$ cat config.mk
export PLATFORM = sky130hd
export DESIGN_NAME = dcb_deser
export DESIGN_NICKNAME = d
export VERILOG_FILES = /design/src/rtl/dcb_deser_pkg.sv /design/src/rtl/dcb_frame_timer.sv /design/src/rtl/dcb_lane_rx.sv /design/src/rtl/dcb_out_stage.sv /design/src/rtl/dcb_deser.sv
export SDC_FILE = /design/constraint.sdc
export NUM_CORES = 1
export LEC_CHECK = 0
export BUFFER_PORTS_ARGS = -buffer_cell sky130_fd_sc_hd__clkbuf_2
export CAP_MARGIN = 20
export CORE_MARGIN = 2
export CORE_UTILIZATION = 50
export CTS_CLUSTER_SIZE = 10
export DETAILED_ROUTE_END_ITERATION = 10
export PLACE_DENSITY = 0.79
export SLEW_MARGIN = 20
export SYNTH_ARGS = -nofsm -noshare
export SYNTH_HDL_FRONTEND = slang
export SYNTH_SLANG_ARGS = --single-unit
export TNS_END_PERCENT = 1
$ cat constraint.sdc
create_clock -name clk -period 2.95 [get_ports clk]
set_input_delay 0.295 -clock clk [delete_from_list [all_inputs] [get_ports clk]]
set_output_delay 0.295 -clock clk [all_outputs]
set_load 0.03 [all_outputs]
$ cat src/rtl/dcb_deser_pkg.sv
package dcb_deser_pkg;

  typedef enum logic [1:0] {
    PAIR_ZERO  = 2'b00,
    PAIR_PLAIN = 2'b01,
    PAIR_INV   = 2'b10,
    PAIR_ONES  = 2'b11
  } ctrl_pair_e;

  function automatic logic pair_illegal(input logic [1:0] pair);
    return (pair == PAIR_ZERO) || (pair == PAIR_ONES);
  endfunction

endpackage

$ cat src/rtl/dcb_frame_timer.sv
module dcb_frame_timer #(
  parameter int unsigned DATA_W = 7,
  parameter int unsigned CTRL_W = 2,
  localparam int unsigned FRAME_MAX = DATA_W + CTRL_W,
  localparam int unsigned CNT_W = $clog2(FRAME_MAX + 1)
) (
  input  logic             clk,
  input  logic             rst_n,
  input  logic             bit_en,
  input  logic             frame_start,
  input  logic             dcb_mode,
  output logic             cap_en,
  output logic [CNT_W-1:0] cap_idx,
  output logic             mid_hit,
  output logic             frame_done
);

  logic [CNT_W-1:0] len;
  logic [CNT_W-1:0] cnt_q, cnt_d;
  logic             done_q, done_d;

  always_comb begin
    len     = dcb_mode ? CNT_W'(FRAME_MAX) : CNT_W'(DATA_W);
    cap_en  = bit_en && (frame_start || (cnt_q < len));
    cap_idx = frame_start ? '0 : cnt_q;
    cnt_d   = cap_idx + CNT_W'(1);
    done_d  = cap_en && (cap_idx == (len - CNT_W'(1)));
    mid_hit = cap_en && (cap_idx == (len >> 1));
  end

  always_ff @(posedge clk or negedge rst_n) begin
    if (!rst_n) begin
      cnt_q  <= '0;
      done_q <= 1'b0;
    end else begin
      if (cap_en) cnt_q <= cnt_d;
      done_q <= done_d;
    end
  end

  assign frame_done = done_q;

  a_r7_cnt_bound: assert property (@(posedge clk) disable iff (!rst_n)
    cnt_q <= CNT_W'(FRAME_MAX));

  a_r8_idle_no_advance: assert property (@(posedge clk) disable iff (!rst_n)
    !bit_en |=> $stable(cnt_q));

endmodule

$ cat src/rtl/dcb_lane_rx.sv
module dcb_lane_rx
  import dcb_deser_pkg::*;
#(
  parameter int unsigned DATA_W = 7,
  parameter int unsigned CTRL_W = 2,
  localparam int unsigned FRAME_MAX = DATA_W + CTRL_W,
  localparam int unsigned CNT_W = $clog2(FRAME_MAX + 1)
) (
  input  logic              clk,
  input  logic              rst_n,
  input  logic              cap_en,
  input  logic [CNT_W-1:0]  cap_idx,
  input  logic              ser,
  input  logic              dcb_mode,
  output logic [DATA_W-1:0] data,
  output logic              bad
);

  logic [FRAME_MAX-1:0] shift_q, shift_d;
  logic [1:0]           pair;
  logic [DATA_W-1:0]    raw;

  always_comb begin
    shift_d = shift_q;
    for (int k = 0; k < int'(FRAME_MAX); k++) begin
      if (cap_en && (cap_idx == CNT_W'(k))) shift_d[k] = ser;
    end
  end

  always_ff @(posedge clk or negedge rst_n) begin
    if (!rst_n) shift_q <= '0;
    else if (cap_en) shift_q <= shift_d;
  end

  always_comb begin
    raw  = shift_q[DATA_W-1:0];
    pair = {shift_q[DATA_W], shift_q[DATA_W+1]};
    data = (dcb_mode && (pair == PAIR_INV)) ? ~raw : raw;
    bad  = dcb_mode && pair_illegal(pair);
  end

endmodule

$ cat src/rtl/dcb_out_stage.sv
module dcb_out_stage #(
  parameter int unsigned LANES  = 3,
  parameter int unsigned DATA_W = 7,
  localparam int unsigned OUT_W = LANES * DATA_W
) (
  input  logic             clk,
  input  logic             rst_n,
  input  logic             frame_done,
  input  logic             mid_hit,
  input  logic [OUT_W-1:0] lane_data,
  input  logic [LANES-1:0] lane_bad,
  input  logic             dcb_mode,
  input  logic             pwr_on,
  input  logic             strobe_rise,
  input  logic [LANES-1:0] lane_undriven,
  input  logic             clk_undriven,
  output logic [OUT_W-1:0] par_data,
  output logic             par_oe,
  output logic             par_clk,
  output logic [LANES-1:0] lane_err
);

  logic [OUT_W-1:0] data_q, data_d;
  logic [LANES-1:0] err_q, err_d;
  logic             rclk_q, rclk_d;
  logic [LANES-1:0] keep;

  always_comb begin
    data_d = frame_done ? lane_data : data_q;
    err_d  = err_q | (frame_done ? lane_bad : '0);
    if (frame_done)   rclk_d = 1'b0;
    else if (mid_hit) rclk_d = 1'b1;
    else              rclk_d = rclk_q;
  end

  always_ff @(posedge clk or negedge rst_n) begin
    if (!rst_n) begin
      data_q <= '0;
      err_q  <= '0;
      rclk_q <= 1'b0;
    end else begin
      if (frame_done) begin
        data_q <= data_d;
        err_q  <= err_d;
      end
      rclk_q <= rclk_d;
    end
  end

  for (genvar l = 0; l < int'(LANES); l++) begin : g_mask
    assign keep[l] = pwr_on && (dcb_mode || !(clk_undriven || lane_undriven[l]));
    assign par_data[l*DATA_W +: DATA_W] = keep[l] ? data_q[l*DATA_W +: DATA_W] : '0;
  end

  assign par_oe   = pwr_on;
  assign par_clk  = pwr_on && (strobe_rise ? rclk_q : !rclk_q);
  assign lane_err = err_q;

  a_r5_err_sticky: assert property (@(posedge clk) disable iff (!rst_n)
    (lane_err != '0) |=> ((lane_err & $past(lane_err)) == $past(lane_err)));

  a_r6_hold_between_loads: assert property (@(posedge clk) disable iff (!rst_n)
    !frame_done |=> ($stable(data_q) && $stable(lane_err)));

  a_r9_powered_down: assert property (@(posedge clk) disable iff (!rst_n)
    !pwr_on |-> (!par_oe && (par_data == '0) && !par_clk));

  a_r11_no_failsafe_balanced: assert property (@(posedge clk) disable iff (!rst_n)
    (dcb_mode && pwr_on) |-> (par_data == data_q));

  a_r12_clk_idle_after_load: assert property (@(posedge clk) disable iff (!rst_n)
    frame_done |=> !rclk_q);

endmodule

$ cat src/rtl/dcb_deser.sv
module dcb_deser #(
  parameter int unsigned LANES  = 3,
  parameter int unsigned DATA_W = 7,
  parameter int unsigned CTRL_W = 2,
  localparam int unsigned OUT_W = LANES * DATA_W,
  localparam int unsigned CNT_W = $clog2(DATA_W + CTRL_W + 1)
) (
  input  logic             clk,
  input  logic             rst_n,
  input  logic             bit_en,
  input  logic             frame_start,
  input  logic             dcb_mode,
  input  logic             pwr_on,
  input  logic             strobe_rise,
  input  logic [LANES-1:0] ser_in,
  input  logic [LANES-1:0] lane_undriven,
  input  logic             clk_undriven,
  output logic [OUT_W-1:0] par_data,
  output logic             par_oe,
  output logic             par_clk,
  output logic [LANES-1:0] lane_err
);

  logic [1:0]       rst_sync_q;
  logic             rst_ni;
  logic             cap_en, mid_hit, frame_done;
  logic [CNT_W-1:0] cap_idx;
  logic [OUT_W-1:0] lane_data;
  logic [LANES-1:0] lane_bad;

  always_ff @(posedge clk or negedge rst_n) begin
    if (!rst_n) rst_sync_q <= 2'b00;
    else        rst_sync_q <= {rst_sync_q[0], 1'b1};
  end
  assign rst_ni = rst_sync_q[1];

  dcb_frame_timer #(.DATA_W(DATA_W), .CTRL_W(CTRL_W)) u_timer (
    .clk(clk), .rst_n(rst_ni), .bit_en(bit_en), .frame_start(frame_start),
    .dcb_mode(dcb_mode), .cap_en(cap_en), .cap_idx(cap_idx),
    .mid_hit(mid_hit), .frame_done(frame_done)
  );

  for (genvar l = 0; l < int'(LANES); l++) begin : g_lane
    dcb_lane_rx #(.DATA_W(DATA_W), .CTRL_W(CTRL_W)) u_lane (
      .clk(clk), .rst_n(rst_ni), .cap_en(cap_en), .cap_idx(cap_idx),
      .ser(ser_in[l]), .dcb_mode(dcb_mode),
      .data(lane_data[l*DATA_W +: DATA_W]), .bad(lane_bad[l])
    );
  end

  dcb_out_stage #(.LANES(LANES), .DATA_W(DATA_W)) u_out (
    .clk(clk), .rst_n(rst_ni), .frame_done(frame_done), .mid_hit(mid_hit),
    .lane_data(lane_data), .lane_bad(lane_bad), .dcb_mode(dcb_mode),
    .pwr_on(pwr_on), .strobe_rise(strobe_rise), .lane_undriven(lane_undriven),
    .clk_undriven(clk_undriven), .par_data(par_data), .par_oe(par_oe),
    .par_clk(par_clk), .lane_err(lane_err)
  );

endmodule

-- Word-level counts from Yosys, hierarchy flattened
Index checks and enable logic that the tools add are counted.
- logic and storage cells: 118
- register bits after elaboration: 59
- input bits: 14
- output and inout port bits: 26
- bitwise operators: 4
- $lt $le $gt $ge: 1
- reduce and logical (&&, ||, !) cells: 50
- mux-type cells: 12
- $add $sub $neg: 2
- equality and inequality tests: 16
- operators with widths (cell ; number):
    $mux W7 ; 6
    $logic_and A1 B1 Y1 ; 22
    $not A7 Y7 ; 3
    $reduce_and A2 Y1 ; 9
    $eq A4 B3 Y1 const B ; 4
    $eq A2 B2 Y1 const B ; 6
    $logic_or A1 B1 Y1 ; 10
    $eq A4 B2 Y1 const B ; 2
    $mux W4 ; 2
    $logic_not A2 Y1 ; 3
    $add A4 B1 Y4 const B ; 1
    $eq A4 B1 Y1 const B ; 1
    $eq A4 B3 Y1 ; 1
    $eq A4 B4 Y1 ; 1
    $eq A4 B4 Y1 const B ; 1
    $logic_not A1 Y1 ; 4
    $logic_not A4 Y1 ; 1
    $lt A4 B4 Y1 ; 1
    $sub A4 B1 Y4 const B ; 1
    $mux W1 ; 3
    $mux W3 ; 1
    $or A3 B3 Y3 ; 1
    $reduce_bool A2 Y1 ; 1

-- Longest topological paths before layout
Gate-level depths: netlist of run 1.
- word-level depth: 7
- gate-level depth with buffers: 6
- depth with buffers taken out: 6

-- By module
From an unflattened synthesis of run 1, not the netlist that was laid out.
- cells, all modules: 258
- area, all modules: 3146.8 um2
- by module, submodules not included (module ; cells each ; sequential area each (um2) ; area each (um2) ; times used):
    dcb_lane_rx ; 42 ; 225.2 ; 503.0 ; 3
    dcb_out_stage ; 83 ; 625.6 ; 1178.6 ; 1
    dcb_frame_timer ; 46 ; 125.1 ; 405.4 ; 1
    dcb_deser ; 3 ; 50.0 ; 53.8 ; 1

-- Least setup slack after synthesis of run 1
Ideal clock, no wire load.
- path type: register to register
- start: reg u_timer.cnt_q[1]
- end: reg g_lane[0].u_lane.shift_q[8]
- buffers on the path: 0
- data required time: 2825 ps
- stages on the path, launching flop included: 6
- arrival time: 1658 ps
- setup time: 125 ps
- setup slack: 1167 ps
- clock period less this slack: 1783 ps
- path through: dfrtp_1 -> ha_1 -> a21oi_2 -> o21ai_1 -> nor4_4 -> mux2_2
- word-level cells in the longest chain between the ends: 5
- elaborated cells between the ends (all ways): 7
- those cells by class: 1 x order compare; 1 x eq/ne; 1 x mux; 4 x reduce/logical
- RTL lines (element ; RTL line ; RTL):
    from (decl) ; dcb_frame_timer.sv:19 ; logic [CNT_W-1:0] cnt_q, cnt_d;
    from (signal assigned) ; dcb_frame_timer.sv:36 ; if (cap_en) cnt_q <= cnt_d;
    $lt A4 B4 Y1 ; dcb_frame_timer.sv:24 ; cap_en = bit_en && (frame_start || (cnt_q < len));
    $logic_or A1 B1 Y1 ; dcb_frame_timer.sv:24 ;
    $logic_and A1 B1 Y1 ; dcb_frame_timer.sv:24 ;
    $logic_and A1 B1 Y1 ; dcb_lane_rx.sv:26 ; if (cap_en && (cap_idx == CNT_W'(k))) shift_d[k] = ser;
    $reduce_and A2 Y1 (no line) (*) ; - ;
    to (signal assigned) ; dcb_lane_rx.sv:32 ; else if (cap_en) shift_q <= shift_d;
    to (decl) ; dcb_lane_rx.sv:19 ; logic [FRAME_MAX-1:0] shift_q, shift_d;
Mark *: on every way between the ends. The rest lies on a longest branch, timed or not.
A chain may end at the register's enable or synchronous reset.

-- Final worst setup path of run 1
- start: reg u_timer.cnt_q[3]
- end: reg g_lane[2].u_lane.shift_q[8]
- word-level cells in the longest chain between the ends: 5
- elaborated cells between the ends (all ways): 7
- those cells by class: 1 x order compare; 1 x eq/ne; 1 x mux; 4 x reduce/logical
- RTL lines (element ; RTL line):
    $lt A4 B4 Y1 ; dcb_frame_timer.sv:24
    $logic_or A1 B1 Y1 ; dcb_frame_timer.sv:24
    $logic_and A1 B1 Y1 ; dcb_frame_timer.sv:24
    $logic_and A1 B1 Y1 ; dcb_lane_rx.sv:26
    $reduce_and A2 Y1 (no line) (*) ; -
    to (signal assigned) ; dcb_lane_rx.sv:32
    to (decl) ; dcb_lane_rx.sv:19
Marks and branches as above.

==> summary.txt, run 1 <==
Final Core Density: 0.6034
relative contribution of combinational cells to total power: 0.323
share of the yosys chip area belonging to registers: 0.5113
run status: completed
setup violation total in the final timing report: 0
n_diodes: 0
largest buffer count on any clock path: 2
drt wl/cell: 15.14 um
clock root cell: clkbuf_8
WP depth: 5
die outline height: 80.00 um
post_cts resized: 0
sort of element at the end of the critical path: flop
Worst Skew: 0.007963 ns
post-synth net total: 286
total via count after detailed routing: 2,052
standard-cell rows: 27
share of the clock period used by the worst path after layout: 0.7076
Max VDD drop: 0.4852 mV
library cells used by synthesis: 36
transition at the pin with the smallest max-transition slack: 0.6000 ns
critical-path cell with the highest stage delay: dfrtp_1
drt first pass iters: 4
final design area excluding fillers: 3343 um^2
worst path setup slack after routing: 0.8627 ns
busiest layer in global routing: met2
port buffer count: 39
dominant cells by area after synthesis: dfrtp_1, xor2_1, mux2_2, and2_1, ha_1
core area: 5540 um^2
final count of pins violating max slew: 0
Post-DRT Antenna Nets: 0
Net Sw Power: 1.070 mW
total power draw: 2.938 mW
dominant register cell in the synthesized netlist: dfrtp_1
crit-path max cell delay: 0.55 ns
cell area after placement: 3153 um^2
leak pwr: 1.556 nW
area share of the leading cell type in the synthesized netlist: 0.5113
internal portion of total power: 1.868 mW
power density normalized to cell area: 878.9 nW/um^2
Layout Nets: 330
Synth async-reset ratio: 1.000
Mapped Cells: 262
Final Hold Violating Endpoints: 0
min Tclk post-route: 2.087 ns
Starting Density: 0.5212
Vias/cell: 5.358
Post-CTS Setup Repair Bufs: 0
critical path buffer and inverter count: 0
number of clock sinks: 59
max capacitance violation total: 0
area of the die: 6399 um^2
sum of overflow across all layers after global routing: 0
required time worst endpoint: 3.17 ns
Setup WS pre-CTS: 0.7121 ns
number of antenna violations at the first check in global routing: 0
critical path class: flop to flop
largest net degree at the start of global routing: 44
fraction of power consumed by sequential logic: 0.452
syn avg cell area: 11.02 um^2
Warnings, synthesis: 0
CTS H-Tree Depth: 3
final estimated routing congestion in global placement: 0.8597
area growth from synthesis to layout: 15.77%
met2 track demand over resource: 0.3150
Slew HR: 0.6000
GRT Overall Usage: 0.2023
number of enable flip-flop cells after synthesis: 0
fraction of power spent switching nets: 0.3642
total CTS buffers: 9
setup repair after global routing missed its margin: false
met3 Track Usage GR: 0.04525
synthesized cell area: 2888 um^2
depth of the worst register-to-register path: 5
CTS tree: yes
via count of the first global-routing pass: 2,012
wire length after detailed routing: 5.799 mm
I/O pin total: 40
grt met1 use: 0.2654
maximum fanout along the worst path: 10
peak clock frequency supported by timing: 479.1 MHz
Die X: 80.00 um
number of hold-repair buffers added at the cts stage: 1
CP arrival: 2.31 ns
type of the most critical hold path: flop to async pin
synthesis-stage register bit count: 59
first-iteration detailed-routing DRC count: 81
cell type contributing the most total cell area after synthesis: dfrtp_1
detailed-placement wirelength estimate: 4.157 mm
Worst Setup Start Kind: flop
clock insertion delay at the later pin of the skew report: 0.33 ns
total negative slack for setup checks: 0 ns
global-route wire length before repair: 9.729 mm
drc violations: 0
portion of total power attributed to the clock network: 0.225
cells along the critical path: ha_1 > a21oi_2 > o21ai_1 > nor4_4 > mux2_2
Reg clk slew, reported paths: 0.07 ns
cell type group with the largest total delay on the critical path: flip-flops
ratio of cells with drive above 1 in the final layout: 0.2669
cell type report:
cell class / instances / area, um^2
clock inverters: 4 / 25.02
clock buffers: 12 / 155.1
flip-flops and latches: 59 / 1478
repair buffers: 43 / 227.7
fillers: 472 / 2197
multi-input cells: 187 / 1345
inverters: 6 / 22.52
well taps: 72 / 90.09
layout by cell type (no fill, tap or decap), types with 2 or more instances in the layout:
cell / count
ha_1: 10
nand2_1: 8
xor2_1: 21
nand4bb_1: 2
a21oi_1: 23
o21ai_1: 5
inv_1: 6
clkinvlp_4: 2
clkbuf_2: 39
nor2_1: 28
nand3_1: 6
clkinv_2: 2
o22a_1: 2
clkbuf_8: 11
a21oi_2: 2
a31o_2: 3
nand2b_1: 3
o21a_1: 8
dfrtp_1: 58
buf_4: 3
and2_1: 23
mux2_2: 16
a22o_1: 12
per-stage QoR:
stage | hold slack (ns) | std cells
2_1_floorplan | -0.0005911 | 262
3_3_place_gp | 0.07987 | 366
3_5_place_dp | 0.08237 | 366
4_1_cts | 0.2623 | 383
5_1_grt | 0.2800 | 383
6_report | 0.2793 | 383
registers in the layout, summed over array words and instances (netlist names):
| register | count |
|---|---|
| u_out.lane_err | 3 |
| u_timer.cnt_q | 4 |
| u_out.rclk_q | 1 |
| u_out.data_q | 21 |
| u_timer.frame_done | 1 |
| rst_sync_q | 2 |
| g_lane.u_lane.shift_q | 27 |
metal layers:
layer	share of wire	routed length, um	vias up
li1	-	-	1002
met1	0.45	2635	989
met2	0.48	2806	49
met3	0.041	237	12
met4	0.021	119	0
met5	0	0	-
worst paths after layout:
path                                   from                           to  slack, ns
hold reg to reg               rst_sync_q[1]              u_out.data_q[7]       0.28
min in group clk                frame_start             u_timer.cnt_q[2]       0.29
hold / removal                rst_sync_q[1]              u_out.data_q[7]       0.28
setup reg to reg           u_timer.cnt_q[3]  g_lane[2].u_lane.shift_q[8]       0.86
max in group asynchronous     rst_sync_q[1]  g_lane[2].u_lane.shift_q[7]       2.03
setup / recovery           u_timer.cnt_q[3]  g_lane[2].u_lane.shift_q[8]       0.86
synth_stat cells (2+ instances only):
cell type and instances:
nand2b_1 3, o22a_1 2, inv_1 6, mux2_2 16
a21oi_2 2, buf_2 2, nand2_1 8, a21oi_1 23
clkbuf_1 7, nand4bb_1 2, o21a_1 8, dfrtp_1 59
a22o_1 12, a31o_2 3, xor2_1 21, nor2_1 28
o21ai_1 5, ha_1 10, and2_1 23, nand3_1 6
cell families after synthesis:
kind of cell,count (synthesis),synth area share
simple gates,78,0.1525
compound gates,60,0.1395
flops,59,0.5113
xor+xnor,22,0.06673
mux,16,0.06239
buf+inv,16,0.02297
fa+ha+maj,10,0.04333
other cells,1,0.001299
power by group through the flow:
stage | logic [mW] | registers (mW) | clock network, mW
finish | 0.948 | 1.33 | 0.661
detailed placement | 0.945 | 1.34 | 0
global placement | 0.917 | 1.34 | 0
CTS | 0.957 | 1.33 | 0.672
global route | 1.05 | 1.37 | 0.708
floorplan | 0.717 | 1.31 | 0
No activity file was read; power rests on OpenSTA's default activity.
==> run 2: changes to the inputs <==
- ABC_AREA: unset -> 1
- PLACE_DENSITY: 0.79 -> 0.82
- clock period: 2.95 -> 1.8 ns (I/O delays scaled with it)
==> summary.txt, run 2 <==
critical-path cell with the highest stage delay: dfrtp_1
standard-cell rows: 28
Net Sw Power: 1.704 mW
fraction of the mapped netlist area in compound gates: 0.07022
Final Hold Violating Endpoints: 0
setup repair after global routing missed its margin: true
detailed-placement wirelength estimate: 4.547 mm
drt wl/cell: 13.01 um
CTS tree: yes
final count of pins violating max slew: 0
core area: 5816 um^2
post-synth net total: 383
xor/xnor cell area share of the yosys netlist: 0.06810
flip-flop count of the largest register, all copies and words added: 27
total negative slack for setup checks: 0 ns
fraction of power spent switching nets: 0.3429
CTS H-Tree Depth: 3
Final Core Density: 0.6196
fraction of power consumed by sequential logic: 0.425
biggest regs: g_lane.u_lane.shift_q (27), u_out.data_q (21), u_timer.cnt_q (4)
total CTS buffers: 9
wire length after detailed routing: 6.416 mm
CP arrival: 1.98 ns
largest buffer count on any clock path: 2
leak pwr: 2.005 nW
Max VDD drop: 0.6760 mV
Die X: 80.92 um
setup violation total in the final timing report: 0
most frequent standard cell in the layout excluding fill and tap cells: nand2_1
Synth Area in Adders: 0.04230
most used standard cells in the synthesized netlist: nand2_1, dfrtp_1, inv_1
peak clock frequency supported by timing: 585.2 MHz
type of the most critical hold path: primary input to async pin
first-iteration detailed-routing DRC count: 208
synthesis-stage register bit count: 59
maximum fanout along the worst path: 21
portion of total power attributed to the clock network: 0.291
Vias/cell: 4.998
ratio of cells with drive above 1 in the final layout: 0.2033
port buffer count: 39
max capacitance violation total: 0
post-synthesis mux area share: 0
I/O pin total: 40
Reg clk slew, reported paths: 0.06 ns
drt first pass iters: 4
dominant cells by area after synthesis: dfrtp_1, nand2_1, xor2_1, o21ai_0, nand3_1
number of clock sinks: 59
internal portion of total power: 3.266 mW
critical path buffer and inverter count: 3
via count of the first global-routing pass: 2,282
area growth from synthesis to layout: 21.83%
Mapped Cells: 359
library cells used by synthesis: 21
total power draw: 4.970 mW
most used standard cell by instance count after synthesis: nand2_1
Layout Nets: 437
share of the clock period used by the worst path after layout: 0.9493
area share of the leading cell type in the synthesized netlist: 0.4992
Synth async-reset ratio: 1.000
synthesized cell area: 2958 um^2
Largest Register: g_lane.u_lane.shift_q
syn avg cell area: 8.239 um^2
largest net degree at the start of global routing: 58
drc violations: 0
sort of element at the end of the critical path: flop
dominant register cell in the synthesized netlist: dfrtp_1
setup slack on the worst flop-to-flop path: 0.09 ns
crit-path max cell delay: 0.40 ns
final estimated routing congestion in global placement: 0.9093
critical register-to-register path startpoint: u_timer.cnt_q[3]
global-route wire length before repair: 10.29 mm
share of the yosys chip area belonging to registers: 0.4992
Critical Path Start: u_timer.cnt_q[3]
power density normalized to cell area: 1379 nW/um^2
GRT Overall Usage: 0.2093
Finished Layout Cells: 493
cell type group with the largest total delay on the critical path: flip-flops
relative contribution of combinational cells to total power: 0.284
area of the die: 6547 um^2
most frequent cells in the layout: nand2_1, dfrtp_1, clkbuf_2
placed cell count: 473
min Tclk post-route: 1.709 ns
total via count after detailed routing: 2,464
die outline height: 80.92 um
number of enable flip-flop cells after synthesis: 0
critical path's most frequent cell: nand2_1
critical path class: flop to flop
Worst Skew: 0.005725 ns
cells along the critical path: ha_1 > nand2_1 > inv_1 > nand2_1 > nand2_1 > a21oi_4 > buf_4 > clkbuf_16 > nand3_1 > nand2_1
required time worst endpoint: 2.07 ns
Warnings, synthesis: 0
Starting Density: 0.5086
Worst Setup Start Kind: flop
sum of overflow across all layers after global routing: 0
final design area excluding fillers: 3603 um^2
cell area after placement: 3298 um^2
number of antenna violations at the first check in global routing: 0
run status: completed
Synth Area in Simple Gates: 0.2449
n_diodes: 0
Post-DRT Antenna Nets: 0
clock insertion delay at the later pin of the skew report: 0.34 ns
cell type contributing the most total cell area after synthesis: dfrtp_1
clock root cell: clkbuf_8
main combinational cell family by area after synthesis: simple AND/OR/NAND/NOR gates
-- run 2: changes by cell type in the layout (fill, tap and decap cells not counted), sizes merged, moves of 8 or more --
cell	delta
a21oi	-21
a22o	-12
and2	-23
buf	+12
inv	+33
mux2	-16
nand2	+105
nand3	+24
o21a	-8
o21ai	+24
-- run 2: layout make-up --
cell class	count	area [um^2]
well taps	75	93.84
repair buffers	56	367.9
clock inverters	3	67.56
multi-input cells	248	1271
fillers	511	2212
clock buffers	13	178.9
flip-flops and latches	59	1478
inverters	39	146.4
-- run 2: metrics by stage --
stage	hold WS (ns)	worst slack, ns
3_3_place_gp	-0.03335	0.09697
3_5_place_dp	-0.03260	0.08806
5_1_grt	0.1614	-0.01006
6_report	0.1617	0.09130
4_1_cts	0.1384	0.07517
2_1_floorplan	-0.1156	0.03571
-- run 2: cells by family (layout without fill, tap and decap cells) --
logic type	count (synthesis)	count (layout)
other	1	1
DFF	59	59
AOI/OAI and AO/OA	37	37
adders and majority gates	10	10
and+or+nand+nor	177	177
xor gates and xnor gates	23	23
buffers and inverters	52	111
-- run 2: per-layer routing --
metal	track usage	share of wire	up-vias
li1	-	-	1227
met1	0.2562	0.41	1154
met2	0.3512	0.50	75
met3	0.04889	0.070	8
met4	0.09661	0.013	0
met5	0	0	-
-- run 2: worst paths after layout --
| kind | cells after the start | to |
|---|---|---|
| worst min register to register | 1 | u_timer.cnt_q[3] |
| worst max-delay path | 10 | g_lane[2].u_lane.shift_q[7] |
| worst max register to register | 10 | g_lane[2].u_lane.shift_q[7] |
| max in group asynchronous | 1 | u_out.data_q[11] |
| min in group clk | 3 | g_lane[1].u_lane.shift_q[2] |
| worst min-delay path | 2 | rst_sync_q[1] |
-- run 2: power by group through the flow --
| stage | Clock, mW | Combinational (mW) | Sequential, mW |
|---|---|---|---|
| after floorplan | 0 | 0.972 | 2.12 |
| after detailed placement | 0 | 1.39 | 2.13 |
| final | 1.45 | 1.41 | 2.11 |
| after global placement | 0 | 1.34 | 2.11 |
| after global routing | 1.53 | 1.60 | 2.17 |
| after CTS | 1.48 | 1.40 | 2.11 |
-- run 2: repair_timing --
item | CTS | global route
setup buffers | 0 | 2
hold buffers | 1 | 0
setup endpoints to repair | 0 | 29
resized for setup | 0 | 3
endpoints found under the hold margin | 2 | 0
-- run 2: worst register-to-register path, stage by stage (launching register included) --
cell	delay (ns)
dfrtp_1	0.40
ha_1	0.31
nand2_1	0.08
inv_1	0.04
nand2_1	0.05
nand2_1	0.08
a21oi_4	0.19
buf_4	0.15
clkbuf_16	0.17
nand3_1	0.09
nand2_1	0.08
